## src/rtl/lcd_tcon_pkg.sv

```systemverilog
package lcd_tcon_pkg;
  localparam int CFG_W = 8;
  localparam int PIX_W = 24;
  localparam int SEL_W = 3;

  typedef enum logic [1:0] {
    DEPTH_565  = 2'd0,
    DEPTH_666  = 2'd1,
    DEPTH_888  = 2'd2,
    DEPTH_888X = 2'd3
  } depth_e;

  typedef enum logic [SEL_W-1:0] {
    SEL_HSW  = 3'd0,
    SEL_HFP  = 3'd1,
    SEL_VSW  = 3'd2,
    SEL_VFP  = 3'd3,
    SEL_MODE = 3'd4
  } sel_e;

  typedef struct packed {
    logic [CFG_W-1:0] hsw;
    logic [CFG_W-1:0] hfp;
    logic [CFG_W-1:0] vsw;
    logic [CFG_W-1:0] vfp;
    logic             pol_inv;
    depth_e           depth;
  } cfg_t;
endpackage

```

## src/rtl/lcd_tcon_cfg.sv

```systemverilog
module lcd_tcon_cfg
  import lcd_tcon_pkg::*;
#(
  parameter int HSW_MAX = 40,
  parameter int HFP_MAX = 215,
  parameter int VSW_MAX = 20,
  parameter int VFP_MAX = 24
) (
  input  logic             clk_i,
  input  logic             rst_ni,
  input  logic             lock_i,
  input  logic             we_i,
  input  logic [SEL_W-1:0] sel_i,
  input  logic [CFG_W-1:0] data_i,
  output cfg_t             cfg_o
);
  localparam logic [CFG_W-1:0] HSW_HI = CFG_W'(HSW_MAX);
  localparam logic [CFG_W-1:0] HFP_HI = CFG_W'(HFP_MAX);
  localparam logic [CFG_W-1:0] VSW_HI = CFG_W'(VSW_MAX);
  localparam logic [CFG_W-1:0] VFP_HI = CFG_W'(VFP_MAX);
  localparam logic [CFG_W-1:0] ONE    = CFG_W'(1);

  cfg_t cfg_q;
  logic nz;

  assign nz    = data_i >= ONE;
  assign cfg_o = cfg_q;

  always_ff @(posedge clk_i or negedge rst_ni) begin
    if (!rst_ni) begin
      cfg_q.hsw     <= ONE;
      cfg_q.hfp     <= ONE;
      cfg_q.vsw     <= ONE;
      cfg_q.vfp     <= ONE;
      cfg_q.pol_inv <= 1'b0;
      cfg_q.depth   <= DEPTH_888;
    end else if (we_i && !lock_i) begin
      case (sel_i)
        SEL_HSW:  if (nz && data_i <= HSW_HI) cfg_q.hsw <= data_i;
        SEL_HFP:  if (nz && data_i <= HFP_HI) cfg_q.hfp <= data_i;
        SEL_VSW:  if (nz && data_i <= VSW_HI) cfg_q.vsw <= data_i;
        SEL_VFP:  if (nz && data_i <= VFP_HI) cfg_q.vfp <= data_i;
        SEL_MODE: begin
          cfg_q.pol_inv <= data_i[2];
          cfg_q.depth   <= depth_e'(data_i[1:0]);
        end
        default: ;
      endcase
    end
  end

  p_frozen_r5: assert property (@(posedge clk_i) disable iff (!rst_ni)
    lock_i |=> $stable(cfg_q));
  p_hsw_range_r3: assert property (@(posedge clk_i) disable iff (!rst_ni)
    cfg_q.hsw >= ONE && cfg_q.hsw <= HSW_HI);
  p_vsw_range_r3: assert property (@(posedge clk_i) disable iff (!rst_ni)
    cfg_q.vsw >= ONE && cfg_q.vsw <= VSW_HI);
  p_fp_range_r3: assert property (@(posedge clk_i) disable iff (!rst_ni)
    cfg_q.hfp >= ONE && cfg_q.hfp <= HFP_HI && cfg_q.vfp >= ONE && cfg_q.vfp <= VFP_HI);
endmodule

```

## src/rtl/lcd_tcon_timing.sv

```systemverilog
module lcd_tcon_timing
  import lcd_tcon_pkg::*;
#(
  parameter int H_ACTIVE = 800,
  parameter int H_TOTAL  = 1056,
  parameter int V_ACTIVE = 480,
  parameter int V_TOTAL  = 525,
  localparam int HCW = $clog2(H_TOTAL + 1),
  localparam int VCW = $clog2(V_TOTAL + 1),
  localparam int XW  = $clog2(H_ACTIVE),
  localparam int YW  = $clog2(V_ACTIVE)
) (
  input  logic             clk_i,
  input  logic             rst_ni,
  input  logic             run_i,
  input  logic [CFG_W-1:0] hsw_i,
  input  logic [CFG_W-1:0] hfp_i,
  input  logic [CFG_W-1:0] vsw_i,
  input  logic [CFG_W-1:0] vfp_i,
  output logic             h_sync_o,
  output logic             v_sync_o,
  output logic             act_o,
  output logic [XW-1:0]    x_o,
  output logic [YW-1:0]    y_o
);
  localparam logic [HCW-1:0] H_LAST = HCW'(H_TOTAL - 1);
  localparam logic [VCW-1:0] V_LAST = VCW'(V_TOTAL - 1);
  localparam logic [HCW-1:0] H_OFS  = HCW'(H_TOTAL - H_ACTIVE);
  localparam logic [VCW-1:0] V_OFS  = VCW'(V_TOTAL - V_ACTIVE);
  localparam logic [HCW-1:0] H_END  = HCW'(H_TOTAL);
  localparam logic [VCW-1:0] V_END  = VCW'(V_TOTAL);

  logic [HCW-1:0] hcnt_q, hstart, hend;
  logic [VCW-1:0] vcnt_q, vstart, vend;
  logic           h_act, v_act;

  always_ff @(posedge clk_i or negedge rst_ni) begin
    if (!rst_ni) begin
      hcnt_q <= '0;
      vcnt_q <= '0;
    end else if (!run_i) begin
      hcnt_q <= '0;
      vcnt_q <= '0;
    end else if (hcnt_q == H_LAST) begin
      hcnt_q <= '0;
      vcnt_q <= (vcnt_q == V_LAST) ? '0 : vcnt_q + 1'b1;
    end else begin
      hcnt_q <= hcnt_q + 1'b1;
    end
  end

  // back porch is whatever the totals leave after sync, active and front porch
  assign hstart   = H_OFS - HCW'(hfp_i);
  assign hend     = H_END - HCW'(hfp_i);
  assign vstart   = V_OFS - VCW'(vfp_i);
  assign vend     = V_END - VCW'(vfp_i);
  assign h_act    = hcnt_q >= hstart && hcnt_q < hend;
  assign v_act    = vcnt_q >= vstart && vcnt_q < vend;
  assign act_o    = h_act && v_act;
  assign h_sync_o = hcnt_q < HCW'(hsw_i);
  assign v_sync_o = vcnt_q < VCW'(vsw_i);
  assign x_o      = XW'(hcnt_q - hstart);
  assign y_o      = YW'(vcnt_q - vstart);

  p_hwrap_r1: assert property (@(posedge clk_i) disable iff (!rst_ni)
    run_i && hcnt_q == H_LAST |=> hcnt_q == '0);
  p_hbound_r1: assert property (@(posedge clk_i) disable iff (!rst_ni)
    hcnt_q <= H_LAST && vcnt_q <= V_LAST);
  p_vhold_r2: assert property (@(posedge clk_i) disable iff (!rst_ni)
    run_i && hcnt_q != H_LAST |=> $stable(vcnt_q));
  p_sync_not_active_r4: assert property (@(posedge clk_i) disable iff (!rst_ni)
    h_sync_o |-> !h_act);
endmodule

```

## src/rtl/lcd_tcon_expand.sv

```systemverilog
module lcd_tcon_expand
  import lcd_tcon_pkg::*;
(
  input  depth_e           depth_i,
  input  logic [PIX_W-1:0] pix_i,
  output logic [PIX_W-1:0] rgb_o
);
  logic [7:0] r, g, b;

  always_comb begin
    case (depth_i)
      DEPTH_565: begin
        r = {pix_i[15:11], pix_i[15:13]};
        g = {pix_i[10:5],  pix_i[10:9]};
        b = {pix_i[4:0],   pix_i[4:2]};
      end
      DEPTH_666: begin
        r = {pix_i[17:12], pix_i[17:16]};
        g = {pix_i[11:6],  pix_i[11:10]};
        b = {pix_i[5:0],   pix_i[5:4]};
      end
      default: begin
        r = pix_i[23:16];
        g = pix_i[15:8];
        b = pix_i[7:0];
      end
    endcase
  end

  assign rgb_o = {r, g, b};
endmodule

```

## src/rtl/lcd_tcon.sv

```systemverilog
module lcd_tcon
  import lcd_tcon_pkg::*;
#(
  parameter int H_ACTIVE = 800,
  parameter int H_TOTAL  = 1056,
  parameter int V_ACTIVE = 480,
  parameter int V_TOTAL  = 525,
  parameter int HSW_MAX  = 40,
  parameter int VSW_MAX  = 20,
  localparam int XW = $clog2(H_ACTIVE),
  localparam int YW = $clog2(V_ACTIVE)
) (
  input  logic             clk_i,
  input  logic             rst_ni,
  input  logic             run_i,
  input  logic             cfg_we_i,
  input  logic [2:0]       cfg_sel_i,
  input  logic [7:0]       cfg_data_i,
  input  logic             pix_valid_i,
  input  logic [23:0]      pix_data_i,
  output logic             pix_ready_o,
  output logic             disp_o,
  output logic             hsync_o,
  output logic             vsync_o,
  output logic             de_o,
  output logic [23:0]      rgb_o,
  output logic [XW-1:0]    x_o,
  output logic [YW-1:0]    y_o,
  output logic             underrun_o
);
  localparam int HFP_MAX = H_TOTAL - H_ACTIVE - HSW_MAX - 1;
  localparam int VFP_MAX = V_TOTAL - V_ACTIVE - VSW_MAX - 1;

  cfg_t             cfg;
  logic             run_q, start;
  logic             h_sync, v_sync, act;
  logic [XW-1:0]    x_cur;
  logic [YW-1:0]    y_cur;
  logic [PIX_W-1:0] rgb_exp;

  assign start       = run_i && !run_q;
  assign pix_ready_o = run_q && act;

  lcd_tcon_cfg #(
    .HSW_MAX(HSW_MAX), .HFP_MAX(HFP_MAX), .VSW_MAX(VSW_MAX), .VFP_MAX(VFP_MAX)
  ) i_cfg (
    .clk_i, .rst_ni,
    .lock_i (run_i || run_q),
    .we_i   (cfg_we_i),
    .sel_i  (cfg_sel_i),
    .data_i (cfg_data_i),
    .cfg_o  (cfg)
  );

  lcd_tcon_timing #(
    .H_ACTIVE(H_ACTIVE), .H_TOTAL(H_TOTAL), .V_ACTIVE(V_ACTIVE), .V_TOTAL(V_TOTAL)
  ) i_timing (
    .clk_i, .rst_ni,
    .run_i    (run_q),
    .hsw_i    (cfg.hsw),
    .hfp_i    (cfg.hfp),
    .vsw_i    (cfg.vsw),
    .vfp_i    (cfg.vfp),
    .h_sync_o (h_sync),
    .v_sync_o (v_sync),
    .act_o    (act),
    .x_o      (x_cur),
    .y_o      (y_cur)
  );

  lcd_tcon_expand i_expand (
    .depth_i (cfg.depth),
    .pix_i   (pix_data_i),
    .rgb_o   (rgb_exp)
  );

  // one output register stage keeps every pin aligned to the same pixel
  always_ff @(posedge clk_i or negedge rst_ni) begin
    if (!rst_ni) begin
      run_q      <= 1'b0;
      disp_o     <= 1'b0;
      hsync_o    <= 1'b1;
      vsync_o    <= 1'b1;
      de_o       <= 1'b0;
      rgb_o      <= '0;
      x_o        <= '0;
      y_o        <= '0;
      underrun_o <= 1'b0;
    end else begin
      run_q   <= run_i;
      disp_o  <= run_q;
      hsync_o <= (run_q && h_sync) ? cfg.pol_inv : !cfg.pol_inv;
      vsync_o <= (run_q && v_sync) ? cfg.pol_inv : !cfg.pol_inv;
      de_o    <= pix_ready_o;
      rgb_o   <= (pix_ready_o && pix_valid_i) ? rgb_exp : '0;
      x_o     <= pix_ready_o ? x_cur : '0;
      y_o     <= pix_ready_o ? y_cur : '0;
      if (start)                            underrun_o <= 1'b0;
      else if (pix_ready_o && !pix_valid_i) underrun_o <= 1'b1;
    end
  end

  p_de_disp_r6: assert property (@(posedge clk_i) disable iff (!rst_ni)
    de_o |-> disp_o);
  p_idle_r8: assert property (@(posedge clk_i) disable iff (!rst_ni)
    !disp_o |-> !de_o && rgb_o == '0);
  p_ready_de_r7: assert property (@(posedge clk_i) disable iff (!rst_ni)
    pix_ready_o |=> de_o);
  p_black_r12: assert property (@(posedge clk_i) disable iff (!rst_ni)
    pix_ready_o && !pix_valid_i |=> rgb_o == '0 && underrun_o);
  p_sticky_r12: assert property (@(posedge clk_i) disable iff (!rst_ni)
    underrun_o && !start |=> underrun_o);
endmodule

```

## config.mk

```make
export PLATFORM = sky130hd
export DESIGN_NAME = lcd_tcon
export DESIGN_NICKNAME = d
export VERILOG_FILES = /design/src/rtl/lcd_tcon_pkg.sv /design/src/rtl/lcd_tcon_cfg.sv /design/src/rtl/lcd_tcon_timing.sv /design/src/rtl/lcd_tcon_expand.sv /design/src/rtl/lcd_tcon.sv
export SDC_FILE = /design/constraint.sdc
export NUM_CORES = 1
export LEC_CHECK = 0
export BUFFER_PORTS_ARGS = -buffer_cell sky130_fd_sc_hd__buf_2
export CORE_MARGIN = 8
export CORE_UTILIZATION = 30
export CTS_BUF_LIST = sky130_fd_sc_hd__clkbuf_8 sky130_fd_sc_hd__clkbuf_16
export DETAILED_ROUTE_END_ITERATION = 8
export PLACE_DENSITY_LB_ADDON = 0.08
export RECOVER_POWER = 25
export SYNTH_ARGS = -nofsm -noshare
export SYNTH_HDL_FRONTEND = slang
export SYNTH_SLANG_ARGS = --single-unit
```

## constraint.sdc

```tcl
create_clock -name clk_i -period 10.05 [get_ports clk_i]
set_clock_uncertainty 0.2 [all_clocks]
set_input_delay 2.01 -clock clk_i [delete_from_list [all_inputs] [get_ports clk_i]]
set_output_delay 2.01 -clock clk_i [all_outputs]
set_load 0.02 [all_outputs]
```

# [After elaboration in Yosys (flattened, before gate mapping)]
# Index checks and enable logic that the tools add are counted.
[classes] n_div=0 mux=15 add_sub_neg=8 n_bitwise=0 n_reduce_logical=27 n_eq_ne=8 order_cmp=11 n_mul=0 n_shift=0
[op_table] cell="8-bit case mux with 2 select lines" count=3
[op_table] cell="10-bit two-way mux" count=4
[op_table] cell="24-bit two-way mux" count=1
[op_table] cell="11-bit two-way mux" count=2
[op_table] cell="8-bit by 5-bit less-or-equal comparator with 1-bit output, second input constant" count=2
[op_table] cell="1-bit logical AND" count=14
[op_table] cell="3-bit AND reduction" count=4
[op_table] cell="11-bit by 1-bit adder with 11-bit output, second input constant" count=1
[op_table] cell="11-bit equality test, second input constant" count=1
[op_table] cell="11-bit >= comparator" count=1
[op_table] cell="11-bit less-than comparator" count=1
[op_table] cell="11-bit by 8-bit less-than comparator with 1-bit output" count=1
[op_table] cell="11-bit by 8-bit subtractor with 11-bit output, first input constant" count=1
[op_table] cell="10-bit by 1-bit adder with 10-bit output, second input constant" count=1
[op_table] cell="10-bit equality test, second input constant" count=1
[op_table] cell="10-bit >= comparator" count=1
[op_table] cell="10-bit less-than comparator" count=1
[op_table] cell="10-bit by 8-bit less-than comparator with 1-bit output" count=1
[op_table] cell="10-bit subtractor" count=1
[op_table] cell="10-bit by 8-bit subtractor with 10-bit output, first input constant" count=1
[op_table] cell="9-bit by 8-bit subtractor with 10-bit output, first input constant" count=1
[op_table] cell="9-bit two-way mux" count=1
[op_table] cell="6-bit by 8-bit subtractor with 9-bit output, first input constant" count=1
[op_table] cell="9-bit subtractor" count=1
[op_table] cell="15 further kinds" count=22
[word_totals] elab_cells=86 output_inout_bits=49 mem_bits_rw=0 reg_bits=105 mem_bits_ro=0 mem_count=0 latch_bits=0

# [Logic depth before layout (Yosys ltp)]
[depth] ltp_word=8 depth_mapped=14 mapped_depth_nobuf=12

# [Cells and area by module]
# From an unflattened synthesis, not the netlist that was laid out.
[unflattened] hier_cells=638 hier_area_um2=6414.9
[by_module_without_submodules] module="lcd_tcon_timing" cells_per_inst=344 seq_area_each_um2=525.5 area_per_inst_um2=2778.9 instances=1
[by_module_without_submodules] module="lcd_tcon" cells_per_inst=108 seq_area_each_um2=1228.7 area_per_inst_um2=1621.6 instances=1
[by_module_without_submodules] module="lcd_tcon_cfg" cells_per_inst=113 seq_area_each_um2=882.1 area_per_inst_um2=1536.5 instances=1
[by_module_without_submodules] module="lcd_tcon_expand" cells_per_inst=73 seq_area_each_um2=0.0 area_per_inst_um2=478.0 instances=1

# [Least setup slack after synthesis]
# OpenSTA, ideal clock, no wires.
[synth_path] path_kind="reg-to-output" from="reg i_cfg.cfg_q (netlist bit i_cfg.cfg_o[19])" to="out pix_ready_o" stages_incl_launch_ff=15 t_required_ns=7.840 path_slack_ns=4.940 arrival_ns=2.900 path_buffers=2 path_cell_list="dfstp_2 inv_1 ha_1 nand2_1 or2_1 nor2_1 xor2_1 ha_1 clkbuf_1 and2_1 nor4_1 a211oi_1 nor3_2 buf_2 nor2_1"
[synth_via] elab_chain_cells=5
[synth_rtl] element="start: declaration" line_no="lcd_tcon_cfg.sv:23" source="cfg_t cfg_q;"
[synth_rtl] element="11-bit by 8-bit subtractor with 11-bit output or 9-bit by 8-bit subtractor with 10-bit output (tied branches)" line_no="lcd_tcon_timing.sv:54, lcd_tcon_timing.sv:53"
[synth_rtl] element="11-bit less-than comparator or 11-bit >= comparator (tied branches)" line_no="lcd_tcon_timing.sv:57" source="assign h_act = hcnt_q >= hstart && hcnt_q < hend;"
[synth_rtl] element="1-bit logical AND (*)" line_no="lcd_tcon_timing.sv:57"
[synth_rtl] element="1-bit logical AND (*)" line_no="lcd_tcon_timing.sv:59" source="assign act_o = h_act && v_act;"
[synth_rtl] element="1-bit logical AND (*)" line_no="lcd_tcon.sv:42" source="assign pix_ready_o = run_q && act;"
[synth_rtl] element="end: declaration" line_no="lcd_tcon.sv:21" source="output logic pix_ready_o,"
# Every way passes the cells marked *; elsewhere a longest branch is shown, timed or not.

# [Final worst setup path]
# Same ends and word-level chain as after synthesis.

==> flow_summary_export.csv <==
group,metric,value,unit
grt,grt_antenna_before_repair,0,
timing,hold_viol,0,
critical_path,cp-start-kind,"register",
drt,vias_per_cell,5.04,
drt,postRouteAntennaNets,0,
clock_tree,cts_tree,"yes",
cells_and_area,areaGrowthSynthToFinish,15.8,%
floorplan,core-area,21000,um^2
grt,grt_max_degree,55,
timing,post-route-period-util,0.581,
cells_and_area,final_cell_mix,"dfrtp_1, buf_2, nand2_1",
cells_and_area,layout_commonest_cell,"dfrtp_1",
grt,grt_pass1_wl,28.2,mm
synth,synthFlopType,"dfrtp_1",
floorplan,pin_count,89,
clock_tree,ctsResizeCount,0,
synth,ys_types,64,
synth,syn_nets,776,
critical_path,crit_slowest_cell,"dfstp_2",
drt,drt-total-wl,17.7,mm
synth,synth_area_per_cell,9.30,um^2
placed_design,io_buffers,88,
synth,netlist_area,6370,um^2
critical_path,worstPathCellList,"inv_1 > ha_1 > nand2_1 > or2_1 > nor2_1 > xor2_1 > ha_1 > and2_1 > nor4_1 > a211oi_1 > nor3_4 > buf_4 > nor2_1 > buf_2",
cells_and_area,antenna_cells,0,
power_and_ir_drop,cellPowerDensity,143,nW/um^2
clock_tree,cts_buffers,9,
critical_path,path_class,"reg -> out",
hold_path,min_path_type,"reg -> reg",
grt,grt_overflow,0,
placed_design,place_congestion,0.841,
drt,drc,0,
critical_path,r2r.worst_path.cells,12,
cells_and_area,drive_above_1_share,0.160,
status,violations,"max-capacitance violations, max-slew violations",
hold_path,whs_endpoint,"i_cfg.cfg_o[33]",
synth,yosys_warnings,0,
synth,synth_fa_ha_area_frac,0.102,
synth,synth-edff-count,0,
floorplan,die_area,26200,um^2
clock_tree,clk_latency,350,ps
critical_path,r2r-start,"i_cfg.cfg_o[20]",
drt,drt_iter0_drc,237,
synth,synth_xor_area_frac,0.0412,
timing,holdWs,297,ps
cells_and_area,nFillCells,2199,
synth,synth_compound_area_frac,0.128,
clock_tree,root_buffer,"clkbuf_16",
floorplan,rows,53,
hold_path,whs_path_depth,1,
critical_path,rrSetupSlack,6590,ps
synth,synth_top_family_by_area,"simple AND/OR/NAND/NOR gates",
timing,rsz0062_at_grt,"false",
timing,worst-slew-pin-transition,2790,ps
critical_path,crit_fanout,45,
power_and_ir_drop,leakage,3.58,nW
critical_path,cp.arrival,3630,ps
timing,setup_tns,0,ps
synth,netlist_instances,685,
grt,grt_use_total,0.135,
drt,wl_per_cell,17.0,um
clock_tree,cts.clk_slew.worst_paths,70,ps
critical_path,worstPathRequired,7840,ps
status,status,"finished with violations",
drt,vias,5233,
synth,synthMuxAreaShare,0.0628,
flow_run,cap_violations,1,
placed_design,hpwl,13.2,mm
synth,synthArstFlopShare,1.00,
synth,yosysSeqAreaShare,0.414,
clock_tree,hold_buffers,0,
cells_and_area,fin_cells,1039,
placed_design,dp.cells,1023,
floorplan,initial_core_util,0.304,
synth,synthSimpleGateAreaFrac,0.209,
timing,report.final.slew_viol_count,53,
power_and_ir_drop,vdd_drop_max,85.2,uV
critical_path,cp_slowest_stage_delay,560,ps
hold_path,holdCritStartpoint,"i_cfg.cfg_o[33]",
floorplan,die_h,162,um
cells_and_area,final_nets,850,
timing,fmax,171,MHz
floorplan,die_w,162,um
grt,grt_pass1_vias,5299,
timing,setup-violations-final,0,
critical_path,r2r-end,"x_o[5]",
critical_path,crit_path_end_kind,"output pin",
clock_tree,clock_sinks,105,
drt,firstDrtPassIters,4,
clock_tree,post_cts_buffers,0,
timing,relSlewSlack,-0.859,
clock_tree,clk_path_buf_depth,2,
clock_tree,htreeDepth,3,
synth,ys_seq_elements,105,
timing,period_needed,5840,ps
flip-flops by register name, summed over array words and instances (netlist names):
register	flops
x_o	10
rgb_o	24
hsync_o	1
i_cfg.cfg_o	35
i_timing.vcnt_q	10
disp_o	1
vsync_o	1
underrun_o	1
i_timing.hcnt_q	11
de_o	1
run_q	1
y_o	9
cell usage after synthesis (9+ instances only):
cell type	n	area, um^2
dfrtp_1	98	2450
o21ai_0	29	145
a21oi_1	24	120
a211oi_1	9	67.6
nand2_1	74	278
nor2b_1	13	81.3
ha_1	49	613
xnor2_1	17	149
nor3_1	46	230
clkbuf_1	21	78.8
nand3_1	18	90.1
nand4_1	10	62.6
mux2i_1	13	130
mux2_1	16	180
o21ai_1	19	95.1
inv_1	38	143
xor2_1	13	114
nand2b_1	10	62.6
nor2_1	46	173
layer usage:
metal / wire length (um) / track usage
met1: 8780 / 0.187
met2: 7650 / 0.207
met3: 1050 / 0.0296
met4: 212 / 0.0391
met5: 0 / 0
power by group:
group | switching [mW] | internal (mW) | total (mW)
registers | 0.0340 | 0.442 | 0.476
clock network | 0.158 | 0.214 | 0.372
logic | 0.118 | 0.0914 | 0.210
total | 0.310 | 0.747 | 1.06
final cells by class:
class,count,area (um^2),share of cell area
clock buffers,12,267,0.0361
clock inverters,4,48.8,0.00661
inverters,39,146,0.0198
multi-input cells,512,3470,0.471
flip-flops and latches,105,2640,0.357
well taps,275,344,0.0466
repair buffers,92,464,0.0629
logic make-up after synthesis:
family | after synthesis
xor+xnor | 30
compound gates | 130
simple gates | 266
buf+inv | 68
flops | 105
mux | 35
fa+ha+maj | 51
worst max-delay path, delay by kind of cell, from the launching register on:
kind	cells	cell delay, ps
DFF	1	560
and+or+nand+nor	7	1080
AOI/OAI and AO/OA	1	200
buffers and inverters	3	670
adders and majority gates	2	610
xor gates and xnor gates	1	140
stage by stage:
step	worst slack (ps)	total power [mW]	util	cell area, um^2
floorplan	4940	0.627	-	6370
detailed placement	4590	0.694	0.338	7070
global route	3920	1.12	0.352	7380
finish	4210	1.06	0.352	7380
global placement	4660	0.695	0.338	7070
CTS	4180	1.08	0.353	7390
worst max path at each step:
| stage | startpoint | endpoint | slack [ps] | cells after the start |
|---|---|---|---|---|
| after floorplan | i_cfg.cfg_o[19] | pix_ready_o | 4940 | 14 |
| after global placement | i_cfg.cfg_o[19] | pix_ready_o | 4660 | 14 |
| after detailed placement | i_cfg.cfg_o[19] | pix_ready_o | 4590 | 14 |
| after CTS | i_cfg.cfg_o[19] | pix_ready_o | 4180 | 14 |
| after global routing | i_cfg.cfg_o[19] | pix_ready_o | 3920 | 14 |
| final | i_cfg.cfg_o[19] | pix_ready_o | 4210 | 14 |
(Power assumes the default switching activity.)
